===== src/rtl/srx_pkg.sv =====
package srx_pkg;

  // Strobes from the control section to the datapath
  typedef struct packed {
    logic clear;  // frame inactive: empty the shift register
    logic shift;  // take one data bit
    logic load;   // hand the finished word to the output
  } srxStrobe_t;

endpackage


===== src/rtl/srx_sync.sv =====
module srx_sync #(
  parameter int W = 1,
  parameter logic [W-1:0] RST_VAL = '0
) (
  input  logic         clk,
  input  logic         rstN,
  input  logic [W-1:0] din,
  output logic [W-1:0] dout
);

  for (genvar i = 0; i < W; i++) begin : g_bit
    logic stage1;
    logic stage2;
    always_ff @(posedge clk or negedge rstN) begin
      if (!rstN) begin
        stage1 <= RST_VAL[i];
        stage2 <= RST_VAL[i];
      end else begin
        stage1 <= din[i];
        stage2 <= stage1;
      end
    end
    assign dout[i] = stage2;
  end

endmodule


===== src/rtl/srx_ctrl.sv =====
module srx_ctrl
  import srx_pkg::*;
#(
  parameter int WORD_W = 16,
  localparam int CNT_W = $clog2(WORD_W + 1)
) (
  input  logic             clk,
  input  logic             rstN,
  input  logic             sclkS,
  input  logic             frameNS,
  output srxStrobe_t       strobe,
  output logic [CNT_W-1:0] bitCount
);

  localparam logic [CNT_W-1:0] FULL = CNT_W'(WORD_W);

  logic sclkD;
  logic frameND;
  logic sclkFall;
  logic frameRise;

  always_ff @(posedge clk or negedge rstN) begin
    if (!rstN) begin
      sclkD   <= 1'b0;
      frameND <= 1'b1;
    end else begin
      sclkD   <= sclkS;
      frameND <= frameNS;
    end
  end

  assign sclkFall  = sclkD & ~sclkS;
  assign frameRise = ~frameND & frameNS;

  always_comb begin
    strobe.clear = frameNS;
    strobe.shift = ~frameNS & sclkFall & (bitCount < FULL);
    strobe.load  = frameRise & (bitCount == FULL);
  end

  always_ff @(posedge clk or negedge rstN) begin
    if (!rstN)             bitCount <= '0;
    else if (strobe.clear) bitCount <= '0;
    else if (strobe.shift) bitCount <= bitCount + 1'b1;
  end

endmodule


===== src/rtl/srx_datapath.sv =====
module srx_datapath
  import srx_pkg::*;
#(
  parameter int WORD_W = 16
) (
  input  logic              clk,
  input  logic              rstN,
  input  logic              dataS,
  input  srxStrobe_t        strobe,
  output logic [WORD_W-1:0] wordOut,
  output logic              wordValid
);

  logic [WORD_W-1:0] shiftReg;

  always_ff @(posedge clk or negedge rstN) begin
    if (!rstN)             shiftReg <= '0;
    else if (strobe.clear) shiftReg <= '0;
    else if (strobe.shift) shiftReg <= {shiftReg[WORD_W-2:0], dataS};
  end

  always_ff @(posedge clk or negedge rstN) begin
    if (!rstN) begin
      wordOut   <= '0;
      wordValid <= 1'b0;
    end else begin
      wordValid <= strobe.load;
      if (strobe.load) wordOut <= shiftReg;
    end
  end

endmodule


===== src/rtl/serial_word_rx.sv =====
module serial_word_rx
  import srx_pkg::*;
#(
  parameter int WORD_W = 16,
  localparam int CNT_W = $clog2(WORD_W + 1)
) (
  input  logic              clk,
  input  logic              rstN,
  input  logic              frameN,
  input  logic              sclk,
  input  logic              sdata,
  output logic [WORD_W-1:0] wordOut,
  output logic              wordValid
);

  logic             frameNS;
  logic             sclkS;
  logic             dataS;
  logic [CNT_W-1:0] bitCount;
  srxStrobe_t       strobe;

  srx_sync #(.W(3), .RST_VAL(3'b100)) sync_i (
    .clk (clk),
    .rstN(rstN),
    .din ({frameN, sclk, sdata}),
    .dout({frameNS, sclkS, dataS})
  );

  srx_ctrl #(.WORD_W(WORD_W)) ctrl_i (
    .clk     (clk),
    .rstN    (rstN),
    .sclkS   (sclkS),
    .frameNS (frameNS),
    .strobe  (strobe),
    .bitCount(bitCount)
  );

  srx_datapath #(.WORD_W(WORD_W)) dp_i (
    .clk      (clk),
    .rstN     (rstN),
    .dataS    (dataS),
    .strobe   (strobe),
    .wordOut  (wordOut),
    .wordValid(wordValid)
  );

endmodule


===== config.mk =====
export PLATFORM = sky130hd
export DESIGN_NAME = serial_word_rx
export DESIGN_NICKNAME = d
export VERILOG_FILES = /design/src/rtl/srx_pkg.sv /design/src/rtl/srx_sync.sv /design/src/rtl/srx_ctrl.sv /design/src/rtl/srx_datapath.sv /design/src/rtl/serial_word_rx.sv
export SDC_FILE = /design/constraint.sdc
export NUM_CORES = 1
export LEC_CHECK = 0
export ABC_CLOCK_PERIOD_IN_PS = 4100
export BUFFER_PORTS_ARGS = -buffer_cell sky130_fd_sc_hd__buf_4
export CAP_MARGIN = 10
export CELL_PAD_IN_SITES_DETAIL_PLACEMENT = 0
export CELL_PAD_IN_SITES_GLOBAL_PLACEMENT = 2
export CORE_MARGIN = 10
export CORE_UTILIZATION = 30
export CTS_CLUSTER_SIZE = 8
export DETAILED_ROUTE_END_ITERATION = 10
export PLACE_DENSITY_LB_ADDON = 0.1
export SLEW_MARGIN = 20
export SYNTH_ARGS = -nofsm -noshare
export SYNTH_HDL_FRONTEND = slang
export SYNTH_SLANG_ARGS = --single-unit

===== constraint.sdc =====
create_clock -name clk -period 4.1 [get_ports clk]
set_input_delay 1.23 -clock clk [delete_from_list [all_inputs] [get_ports clk]]
set_output_delay 1.23 -clock clk [all_outputs]
set_load 0.03 [all_outputs]

# Yosys cells after proc, flatten, opt, wreduce, memory -nomap -nowiden
# Index checks and enable logic that the tools add are counted.
[totals]
register_bits = 46
inputBits = 5
out_inout_bits = 17
word_cells = 28
[op_classes]
n_addsub = 1
magnitude_cmp = 1
n_eq_ne = 1
n_mux = 4
bitwise_logic = 8
n_reduce_logical = 1
[ops]
columns = ["cell", "count"]
rows = [
  ["2-to-1 mux 16 bit", 2],
  ["2-to-1 mux 5 bit", 2],
  ["adder 5 x 1 -> 5 bit, second input constant", 1],
  ["bitwise AND 1 bit", 5],
  ["equality test 5 bit, second input constant", 1],
  ["< comparator 5 bit, second input constant", 1],
  ["NOT 1 bit", 3],
  ["nonzero test 2 bit", 1],
]

# Longest topological paths before layout
# Gate-level depths: netlist of run 1.
[logic_depth]
ltp_word = 6
ltp_mapped = 6
depth_no_buf = 5

# By module
# A second synthesis of run 1 with hierarchy kept.
[unflattened]
cells_unflattened = 126
area_unflattened_um2 = 1850.5
[modules_own_cells]
columns = ["mod", "n_inst", "cells_each", "area_per_inst_um2", "seq_area_each_um2"]
rows = [
  ["srx_datapath", 1, 87, 1330.0, 825.8],
  ["srx_ctrl", 1, 30, 345.3, 176.4],
  ["srx_sync", 1, 9, 175.2, 152.6],
]

# Worst setup path before layout of run 1
# Ideal clock, no wire load.
[synth_path]
path_kind = "flip-flop to output port"
start = "register dp_i.wordOut[0]"
end = "output wordOut[0]"
arrival_time_ps = 478
t_required_ps = 2870
path_slack_ps = 2392
stages_incl_launch_ff = 1
path_buffers = 0
cell_sequence = "dfrtp_1"
[synth_lines]
columns = ["element", "line_no", "text"]
rows = [
  ["start: declaration", "srx_datapath.sv:10", "output logic [WORD_W-1:0] wordOut,"],
  ["start signal: assignment", "srx_datapath.sv:28", "if (strobe.load) wordOut <= shiftReg;"],
  ["end: declaration", "serial_word_rx.sv:12", "output logic [WORD_W-1:0] wordOut,"],
]
# No word-level cell between the ends.

# Final worst setup path of run 1
[layout_path]
start = "register dp_i.wordOut[1]"
end = "output wordOut[1]"
# No word-level cell between the ends.

==> impl_metrics.json, run 1 <==
{
  "cts_tree": "done",
  "worstPathArrival_ns": 0.86,
  "rsz0062_at_grt": "no",
  "synth_common_cells": "dfrtp_1, nand2_1, a21oi_1",
  "timing.final.crit_share_pct": 50.88,
  "synth_edf_count": 0,
  "wl_per_cell_um": 13.48,
  "synth_top_family_by_area": "simple AND/OR/NAND/NOR gates",
  "start_util_pct": 31.13,
  "pre_cts_ws_ns": 2.303,
  "core.rowCount": 27,
  "crit_chain": "buf_4",
  "diodes": 0,
  "cts_hold_buf": 0,
  "avgSynthCellArea_um2": 12.31,
  "die_area_um2": 9227,
  "synth_simple_gate_area_share_pct": 12.11,
  "yosys.area.top_type": "dfrtp_1",
  "fin_cells": 237,
  "layout_setup_ws_ns": 2.014,
  "netlist_area_um2": 1735,
  "power.total_mw": 0.7746,
  "critPathSlowestCell": "dfrtp_1",
  "yosys_warnings": 0,
  "drt-total-wl_mm": 3.194,
  "tightest_slew_ns": 0.7217,
  "synth_area_leaders": "dfrtp_1, mux2_2, nand2_1",
  "fin_util_pct": 36.86,
  "synth_cell_types": 19,
  "gr-total-overflow": 0,
  "path_buf_inv": 1,
  "clkTransAtPathRegs_ns": 0.08,
  "drv_slew": 0,
  "drive_above_1_share_pct": 30.91,
  "cts-root-buf": "clkbuf_8",
  "worstPathMaxFanout": 2,
  "drt_pre_antenna_iters": 4,
  "first_iter_violations": 28,
  "h-tree-depth": 2,
  "ys_seq_area_share_pct": 66.55,
  "syn_inst": 141,
  "skew_ns": 0.004865,
  "yosysMostFrequentCell": "dfrtp_1",
  "finalSetupViolations": 0,
  "nNetsFinal": 171,
  "synth.area.mux_share_pct": 10.38,
  "synth-compound-area-share_pct": 6.849,
  "async_flop_share_pct": 100.0,
  "max_freq_ghz": 0.4793,
  "place_inst": 229,
  "grt_antenna_before_repair": 0,
  "worstSetupEndpointType": "output pin",
  "place.gp.congestion": 0.7045,
  "status": "completed",
  "ys_ff_latch": 46,
  "cpPeakStageDelay_ns": 0.39,
  "grt_max_degree": 47,
  "synthFlopType": "dfrtp_1",
  "vias_per_cell": 4.549,
  "io_pins": 22,
  "hold_viol": 0,
  "die_y_um": 96.06,
  "netlist.area_leader.share_pct": 62.00,
  "cp-start-kind": "flip-flop",
  "power_density_nw_per_um2": 377.0,
  "clock_latency_ns": 0.29,
  "cts_made_buffers": 5,
  "synthXorXnorAreaFrac_pct": 0,
  "die_w_um": 96.06,
  "groute.usage.overall_pct": 7.593,
  "num_vias": 1078,
  "io_buffers": 21,
  "vdd_drop_max_mv": 0.1438,
  "cp_top_family": "flip-flops",
  "clock-sinks": 46,
  "leakage_nw": 0.9903,
  "hp-class": "reg -> reg",
  "worst-setup-path-type": "reg -> out",
  "grt_pass1_wl_mm": 5.402,
  "area_growth_pct": 18.39,
  "core_um2": 5574,
  "dp_hpwl_mm": 2.003,
  "grt_pass1_vias": 1145,
  "post-route-drc-count": 0,
  "max-slew-margin-rel_pct": 51.89,
  "tns_ns": 0,
  "cp.required_ns": 2.87,
  "synthAdderAreaFrac_pct": 1.442,
  "antenna_left": 0,
  "cts-resized-gates": 0,
  "clockBufferDepth": 2,
  "cap_viol_max_count": 0,
  "post-cts-setup-buffer-count": 0,
  "timing.final.crit_period_ns": 2.086,
  "syn_nets": 148
}
-- routing by layer --
metal / up-vias / share of wire, % / track usage [%] / routed length, um
met2: 22 / 48 / 12.50 / 1523
li1: 515 / - / - / -
met3: 3 / 7.3 / 3.502 / 232
met4: 0 / 1.0 / 3.808 / 33
met5: - / 0 / 0 / 0
met1: 538 / 44 / 8.037 / 1405
-- registers in the layout (all words and copies together) (netlist names) --
name and flops:
ctrl_i.bitCount 5, ctrl_i.frameND 1, ctrl_i.sclkD 1, dp_i.shiftReg 16, dp_i.wordOut 16, dp_i.wordValid 1
sync_i.g_bit.stage1 3, sync_i.g_bit.stage2 3
-- path summary, 6_finish.rpt --
kind	start	end	slack, ns	depth (start not counted)
min in group asynchronous	rstN	ctrl_i.sclkD	0.93	1
worst max register to register	ctrl_i.bitCount[4]	ctrl_i.bitCount[3]	2.31	3
max in group asynchronous	rstN	dp_i.wordOut[5]	2.77	1
worst min register to register	sync_i.g_bit[0].stage1	sync_i.g_bit[0].stage2	0.35	0
worst max-delay path	dp_i.wordOut[1]	wordOut[1]	2.01	1
worst min-delay path	sync_i.g_bit[0].stage1	sync_i.g_bit[0].stage2	0.35	0
-- placed cells by master, fill, tap and decap left out --
cell | synthesis | layout
clkbuf_8 | 0 | 6
clkinv_2 | 0 | 1
nand3b_4 | 1 | 1
or3b_1 | 1 | 1
ha_1 | 2 | 2
buf_4 | 0 | 22
or3_1 | 2 | 2
dfrtp_1 | 43 | 43
and4bb_1 | 1 | 1
nand2_1 | 36 | 36
clkinvlp_4 | 0 | 1
nand3_1 | 1 | 1
nor2_1 | 1 | 1
a41oi_1 | 1 | 1
dfstp_2 | 3 | 3
a21oi_1 | 20 | 20
mux2_2 | 16 | 16
nor3b_2 | 1 | 1
inv_1 | 4 | 4
o21ai_0 | 2 | 2
-- area by class of cell --
type | count | area, um^2
clock buffers | 6 | 82.58
clock inverters | 2 | 12.51
fillers | 551 | 3520
inverters | 4 | 15.01
multi-input cells | 85 | 534.3
flip-flops and latches | 46 | 1155
well taps | 72 | 90.09
repair buffers | 22 | 165.2
-- where the power goes --
part	switching [mW]	internal, mW	leakage, nW	total, mW
combinational	0.0171	0.00570	0.323	0.0228
sequential	0.00661	0.460	0.620	0.467
clock	0.150	0.136	0.0472	0.285
total	0.173	0.601	0.990	0.775
-- through the flow --
stage	cell area, um^2	hold WS (ns)
3_3_place_gp	1959	0.3331
4_1_cts	2054	0.3550
5_1_grt	2054	0.3682
3_5_place_dp	1959	0.3347
6_report	2054	0.3524
2_1_floorplan	1735	0.3312
-- cell families (layout without fill, tap and decap cells) --
family                   Yosys count  after routing
multiplexers                      16             16
adder cells (fa/ha/maj)            2              2
buffers and inverters             10             34
AO/OA/AOI/OAI                     23             23
flip-flops                        46             46
AND/OR/NAND/NOR                   44             44
No activity file was read; power rests on OpenSTA's default activity.
==> run 2, diff against run 1 <==
ABC_AREA = 1   (was unset)
ABC_CLOCK_PERIOD_IN_PS = 1950   (was 4100)
clock period = 1.95 ns   (was 4.1 ns; I/O delays follow)
==> run 2 against run 1 <==
Non-clock buffer count up 5. Synthesized area grew 5.0%. Via count grew 23%. Routed wire length is 19% higher. Worst hold slack worse by 0.064 ns. Synthesized cell count increased by 34%. Power rose by 130%. Critical endpoint is now wordOut[13]. Largest cell class unchanged.
==> impl_metrics.json, run 2 <==
{
  "num_vias": 1328,
  "wl_per_cell_um": 13.10,
  "avgSynthCellArea_um2": 9.639,
  "netlist_area_um2": 1822,
  "synth_common_cells": "nand2_1, nand3_1, dfrtp_1",
  "yosys.area.top_type": "dfrtp_1",
  "tns_ns": 0,
  "power.total_mw": 1.754,
  "power_density_nw_per_um2": 805.6,
  "crit_chain": "buf_4",
  "post-cts-setup-buffer-count": 0,
  "drt-total-wl_mm": 3.799,
  "cpPeakStageDelay_ns": 0.39,
  "clkTransAtPathRegs_ns": 0.09,
  "timing.final.crit_period_ns": 1.441,
  "cp_top_family": "flip-flops",
  "worstSetupEndpointType": "output pin",
  "ys_seq_area_share_pct": 63.39,
  "cts_hold_buf": 0,
  "cap_viol_max_count": 0,
  "place.gp.congestion": 0.7576,
  "syn_inst": 189,
  "clockBufferDepth": 2,
  "die_y_um": 97.93,
  "first_iter_violations": 71,
  "final_common_cell": "nand2_1",
  "die_w_um": 97.93,
  "antenna_left": 0,
  "max_freq_ghz": 0.6938,
  "drive_above_1_share_pct": 18.60,
  "drv_slew": 0,
  "worstPathArrival_ns": 0.86,
  "grt_max_degree": 47,
  "top_regs": "dp_i.shiftReg: 16 flops, dp_i.wordOut: 16 flops, ctrl_i.bitCount: 5 flops",
  "tightest_slew_ns": 0.6464,
  "core_um2": 5921,
  "io_buffers": 21,
  "placed_area_um2": 2071,
  "synth_area_leaders": "dfrtp_1, nand3_1, nand2_1",
  "yosys_warnings": 0,
  "final_area_um2": 2177,
  "worstPathMaxFanout": 2,
  "synth_cell_types": 20,
  "status": "completed",
  "cts-resized-gates": 0,
  "async_flop_share_pct": 100.0,
  "grt_pass1_wl_mm": 6.727,
  "vias_per_cell": 4.579,
  "final_cell_mix": "nand2_1, nand3_1, dfrtp_1",
  "drt_pre_antenna_iters": 4,
  "grt_pass1_vias": 1383,
  "endpoint": "wordOut[13]",
  "diodes": 0,
  "dp_hpwl_mm": 2.504,
  "path_buf_inv": 1,
  "synth_edf_count": 0,
  "io_pins": 22,
  "hp-class": "in -> async",
  "nNetsFinal": 221,
  "cp.required_ns": 1.36,
  "synthFlopType": "dfrtp_1",
  "start_util_pct": 30.77,
  "yosysMostFrequentCell": "nand2_1",
  "clock_latency_ns": 0.30,
  "clock-sinks": 46,
  "skew_ns": 0.007346,
  "worst-setup-path-type": "reg -> out",
  "rrSetupSlack_ns": 0.52,
  "gr-total-overflow": 0,
  "r2r_end": "ctrl_i.bitCount[1]",
  "leakage_nw": 1.179,
  "core.rowCount": 28,
  "vdd_drop_max_mv": 0.3233,
  "timing.final.crit_share_pct": 73.91,
  "cts_tree": "done",
  "cp-start-kind": "flip-flop",
  "crit_cells": 1,
  "ys_ff_latch": 46,
  "groute.usage.overall_pct": 8.325,
  "area_growth_pct": 19.51,
  "max-slew-margin-rel_pct": 56.80,
  "grt_antenna_before_repair": 0,
  "syn_nets": 196,
  "finalSetupViolations": 0,
  "rsz0062_at_grt": "no",
  "die_area_um2": 9589,
  "startpoint": "dp_i.wordOut[13]",
  "netlist.area_leader.share_pct": 59.07,
  "reg2reg_from": "ctrl_i.sclkD",
  "cts-root-buf": "clkbuf_8",
  "critPathSlowestCell": "dfrtp_1",
  "cts_made_buffers": 5,
  "h-tree-depth": 2,
  "rr_worst_depth": 5,
  "post-route-drc-count": 0,
  "hold_viol": 0
}
[run 2: changes by cell type in the layout (fill, tap and decap cells not counted), sizes merged, moves of 2 or more]
cell	previous run	this run
o21ai	2	5
or3	2	0
buf	22	27
a21oi	20	2
nor2	1	7
nand2	36	57
mux2	16	0
inv	4	10
nand3	1	48
[run 2: per-stage QoR]
| stage | utilization [%] | instances | worst slack (ns) | hold WS (ns) |
|---|---|---|---|---|
| floorplan | - | 189 | 0.5632 | 0.2894 |
| global placement | 34.97 | 282 | 0.5770 | 0.3360 |
| detailed placement | 34.97 | 282 | 0.5288 | 0.3371 |
| CTS | 36.77 | 290 | 0.4867 | 0.3078 |
| global route | 36.77 | 290 | 0.3001 | 0.3256 |
| finish | 36.77 | 290 | 0.5087 | 0.2879 |
[run 2: worst min-delay path by stage]
stage / to / depth (start not counted)
4_1_cts: dp_i.wordValid / 1
6_report: dp_i.wordValid / 1
5_1_grt: dp_i.wordValid / 1
3_5_place_dp: sync_i.g_bit[1].stage2 / 0
2_1_floorplan: ctrl_i.bitCount[0] / 0
3_3_place_gp: sync_i.g_bit[1].stage2 / 0
[run 2: metal layers]
| metal | vias to the layer above | track usage, % | part of all wire, % |
|---|---|---|---|
| li1 | 660 | - | - |
| met1 | 647 | 9.528 | 46 |
| met2 | 16 | 14.01 | 48 |
| met3 | 5 | 2.889 | 3.8 |
| met4 | 0 | 3.020 | 1.4 |
| met5 | - | 0 | 0 |
[run 2: cell families after synthesis]
group	Yosys count	share of synthesized area, %
flip-flops	46	63.39
AND/OR/NAND/NOR	114	28.16
adder cells (fa/ha/maj)	2	1.373
buffers and inverters	19	4.670
XOR/XNOR	1	0.4809
AO/OA/AOI/OAI	7	1.923
[run 2: cell type report]
cell class | count | area [um^2]
well taps | 75 | 93.84
clock inverters | 1 | 30.03
multi-input cells | 124 | 581.8
clock buffers | 7 | 76.32
fillers | 628 | 3744
repair buffers | 27 | 202.7
inverters | 10 | 37.54
flip-flops and latches | 46 | 1155
[run 2: power by group]
part	leakage, nW	switching, mW	internal [mW]	total, mW
Clock	0.0524	0.313	0.384	0.696
Combinational	0.509	0.0598	0.0190	0.0788
Sequential	0.617	0.00782	0.971	0.979
==> run 3, diff against run 2 <==
ABC_AREA = 0   (was 1)
ABC_CLOCK_PERIOD_IN_PS = 1400   (was 1950)
clock period = 1.4 ns   (was 1.95 ns; I/O delays follow)
==> run 3 against run 2 <==
The run now ends with negative setup slack left. Non-clock buffer count grew 9. Worst setup slack worse by 0.63 ns. Via count shrank 15%. Combinational power is 51% higher. Sequential power rose by 39%. Utilization is 3.1 points higher. Critical path type is now reg -> reg.
==> impl_metrics.json, run 3 (synthesis gave the netlist of run 1 again) <==
{
  "die_w_um": 96.06,
  "max-slew-margin-rel_pct": 81.68,
  "min-delay-start": "frameN",
  "top_regs": "dp_i.shiftReg: 16 flops, dp_i.wordOut: 16 flops, ctrl_i.bitCount: 5 flops",
  "gr-total-overflow": 0,
  "grt_antenna_before_repair": 0,
  "first_iter_violations": 44,
  "worst-setup-path-type": "reg -> reg",
  "timing.final.crit_period_ns": 1.518,
  "place_inst": 238,
  "place.gp.congestion": 0.6859,
  "grt_pass1_vias": 1263,
  "wl_per_cell_um": 14.29,
  "skew_ns": 0.003017,
  "tightest_slew_ns": 0.2749,
  "startpoint": "ctrl_i.bitCount[0]",
  "vdd_drop_max_mv": 0.5197,
  "hp-class": "in -> reg",
  "core.rowCount": 27,
  "final_cell_mix": "dfrtp_1, nand2_1, buf_4",
  "clock-sinks": 46,
  "violations": "negative setup slack",
  "clockBufferDepth": 2,
  "start_util_pct": 31.13,
  "h-tree-depth": 2,
  "drt-total-wl_mm": 3.588,
  "grt_max_degree": 23,
  "tns_ns": -1.710,
  "worstSetupEndpointType": "flip-flop",
  "vias_per_cell": 4.506,
  "timing.final.crit_share_pct": 108.4,
  "cts_tree": "done",
  "clock_latency_ns": 0.30,
  "drive_above_1_share_pct": 38.55,
  "nNetsFinal": 185,
  "finalSetupViolations": 16,
  "max_freq_ghz": 0.6587,
  "dp_hpwl_mm": 2.368,
  "drt_pre_antenna_iters": 2,
  "diodes": 0,
  "grt_pass1_wl_mm": 6.127,
  "core_um2": 5574,
  "power_density_nw_per_um2": 1044,
  "leakage_nw": 1.074,
  "area_growth_pct": 28.12,
  "layout_setup_ws_ns": -0.1181,
  "hold_viol": 0,
  "cp-start-kind": "flip-flop",
  "fin_util_pct": 39.89,
  "power.total_mw": 2.320,
  "rsz0062_at_grt": "yes",
  "cap_viol_max_count": 0,
  "final_common_cell": "dfrtp_1",
  "antenna_left": 0,
  "reg2reg_from": "ctrl_i.bitCount[0]",
  "worstPathMaxFanout": 14,
  "drv_slew": 0,
  "clkTransAtPathRegs_ns": 0.08,
  "io_pins": 22,
  "fin_cells": 251,
  "worstPathArrival_ns": 1.71,
  "die_area_um2": 9227,
  "status": "complete, but fails checks",
  "groute.usage.overall_pct": 8.495,
  "cts_made_buffers": 5,
  "cp.required_ns": 1.59,
  "post-route-drc-count": 0,
  "io_buffers": 21,
  "num_vias": 1131,
  "die_y_um": 96.06,
  "cts-root-buf": "clkbuf_8"
}
run 3: cell count changes in the layout (fill, tap and decap cells not counted), moves of 2 or more:
cell / before / now
o21ai_0: 5 / 1
nand2_1: 56 / 36
inv_1: 9 / 3
buf_4: 27 / 31
clkbuf_1: 2 / 0
buf_12: 0 / 3
a21oi_1: 2 / 19
nor2_1: 6 / 1
nand3_1: 48 / 1
mux2_2: 0 / 16
run 3: per-stage QoR:
stage | setup slack [ns] | hold slack, ns | instance area, um^2
finish | -0.1181 | 0.2242 | 2223
global route | -0.1694 | 0.2197 | 2223
CTS | -0.1162 | 0.2169 | 2193
detailed placement | -0.1899 | 0.3210 | 2052
global placement | -0.1342 | 0.3218 | 2052
floorplan | -0.1277 | 0.1244 | 1735
run 3: final cells by class:
cell class              count  area, um^2
fillers                   560        3351
flip-flops and latches     46        1155
multi-input cells          85       554.3
repair buffers             36       314.1
well taps                  72       90.09
clock buffers               6       82.58
inverters                   4       15.01
clock inverters             2       12.51
run 3: power by group:
group	internal, mW	switching (mW)	total (mW)
combinational	0.0472	0.0722	0.119
clock	0.397	0.448	0.846
sequential	1.35	0.00826	1.36
total	1.79	0.529	2.32
run 3: final timing paths:
check	to	slack, ns	depth (start not counted)
max	dp_i.wordOut[3]	-0.12	6
min	sync_i.g_bit[2].stage1	0.22	1
max reg2reg	dp_i.wordOut[3]	-0.12	6
min reg2reg	sync_i.g_bit[1].stage2	0.35	0
max in group asynchronous	ctrl_i.frameND	0.39	3
min in group asynchronous	dp_i.wordOut[10]	0.54	2
run 3: timing repair:
item                       4_1_cts  5_1_grt
resized for setup                4        4
hold buffers                     1        0
setup buffers                    2        2
setup endpoints to repair       18       23
hold endpoints to repair        16        0
pin swaps                        3        4
run 3: critical path: stages (launching register included):
cell and delay [ns]:
dfrtp_1 0.40, inv_2 0.06, ha_2 0.15, and4bb_1 0.25, nand3b_4 0.11, buf_12 0.16
mux2_2 0.27
run 3: per-layer routing:
metal	vias to the layer above	GRT usage [%]	part of all wire, %
li1	541	-	-
met1	564	9.949	43
met2	21	13.79	49
met3	5	2.724	6.2
met4	0	4.054	1.5
met5	-	0	0
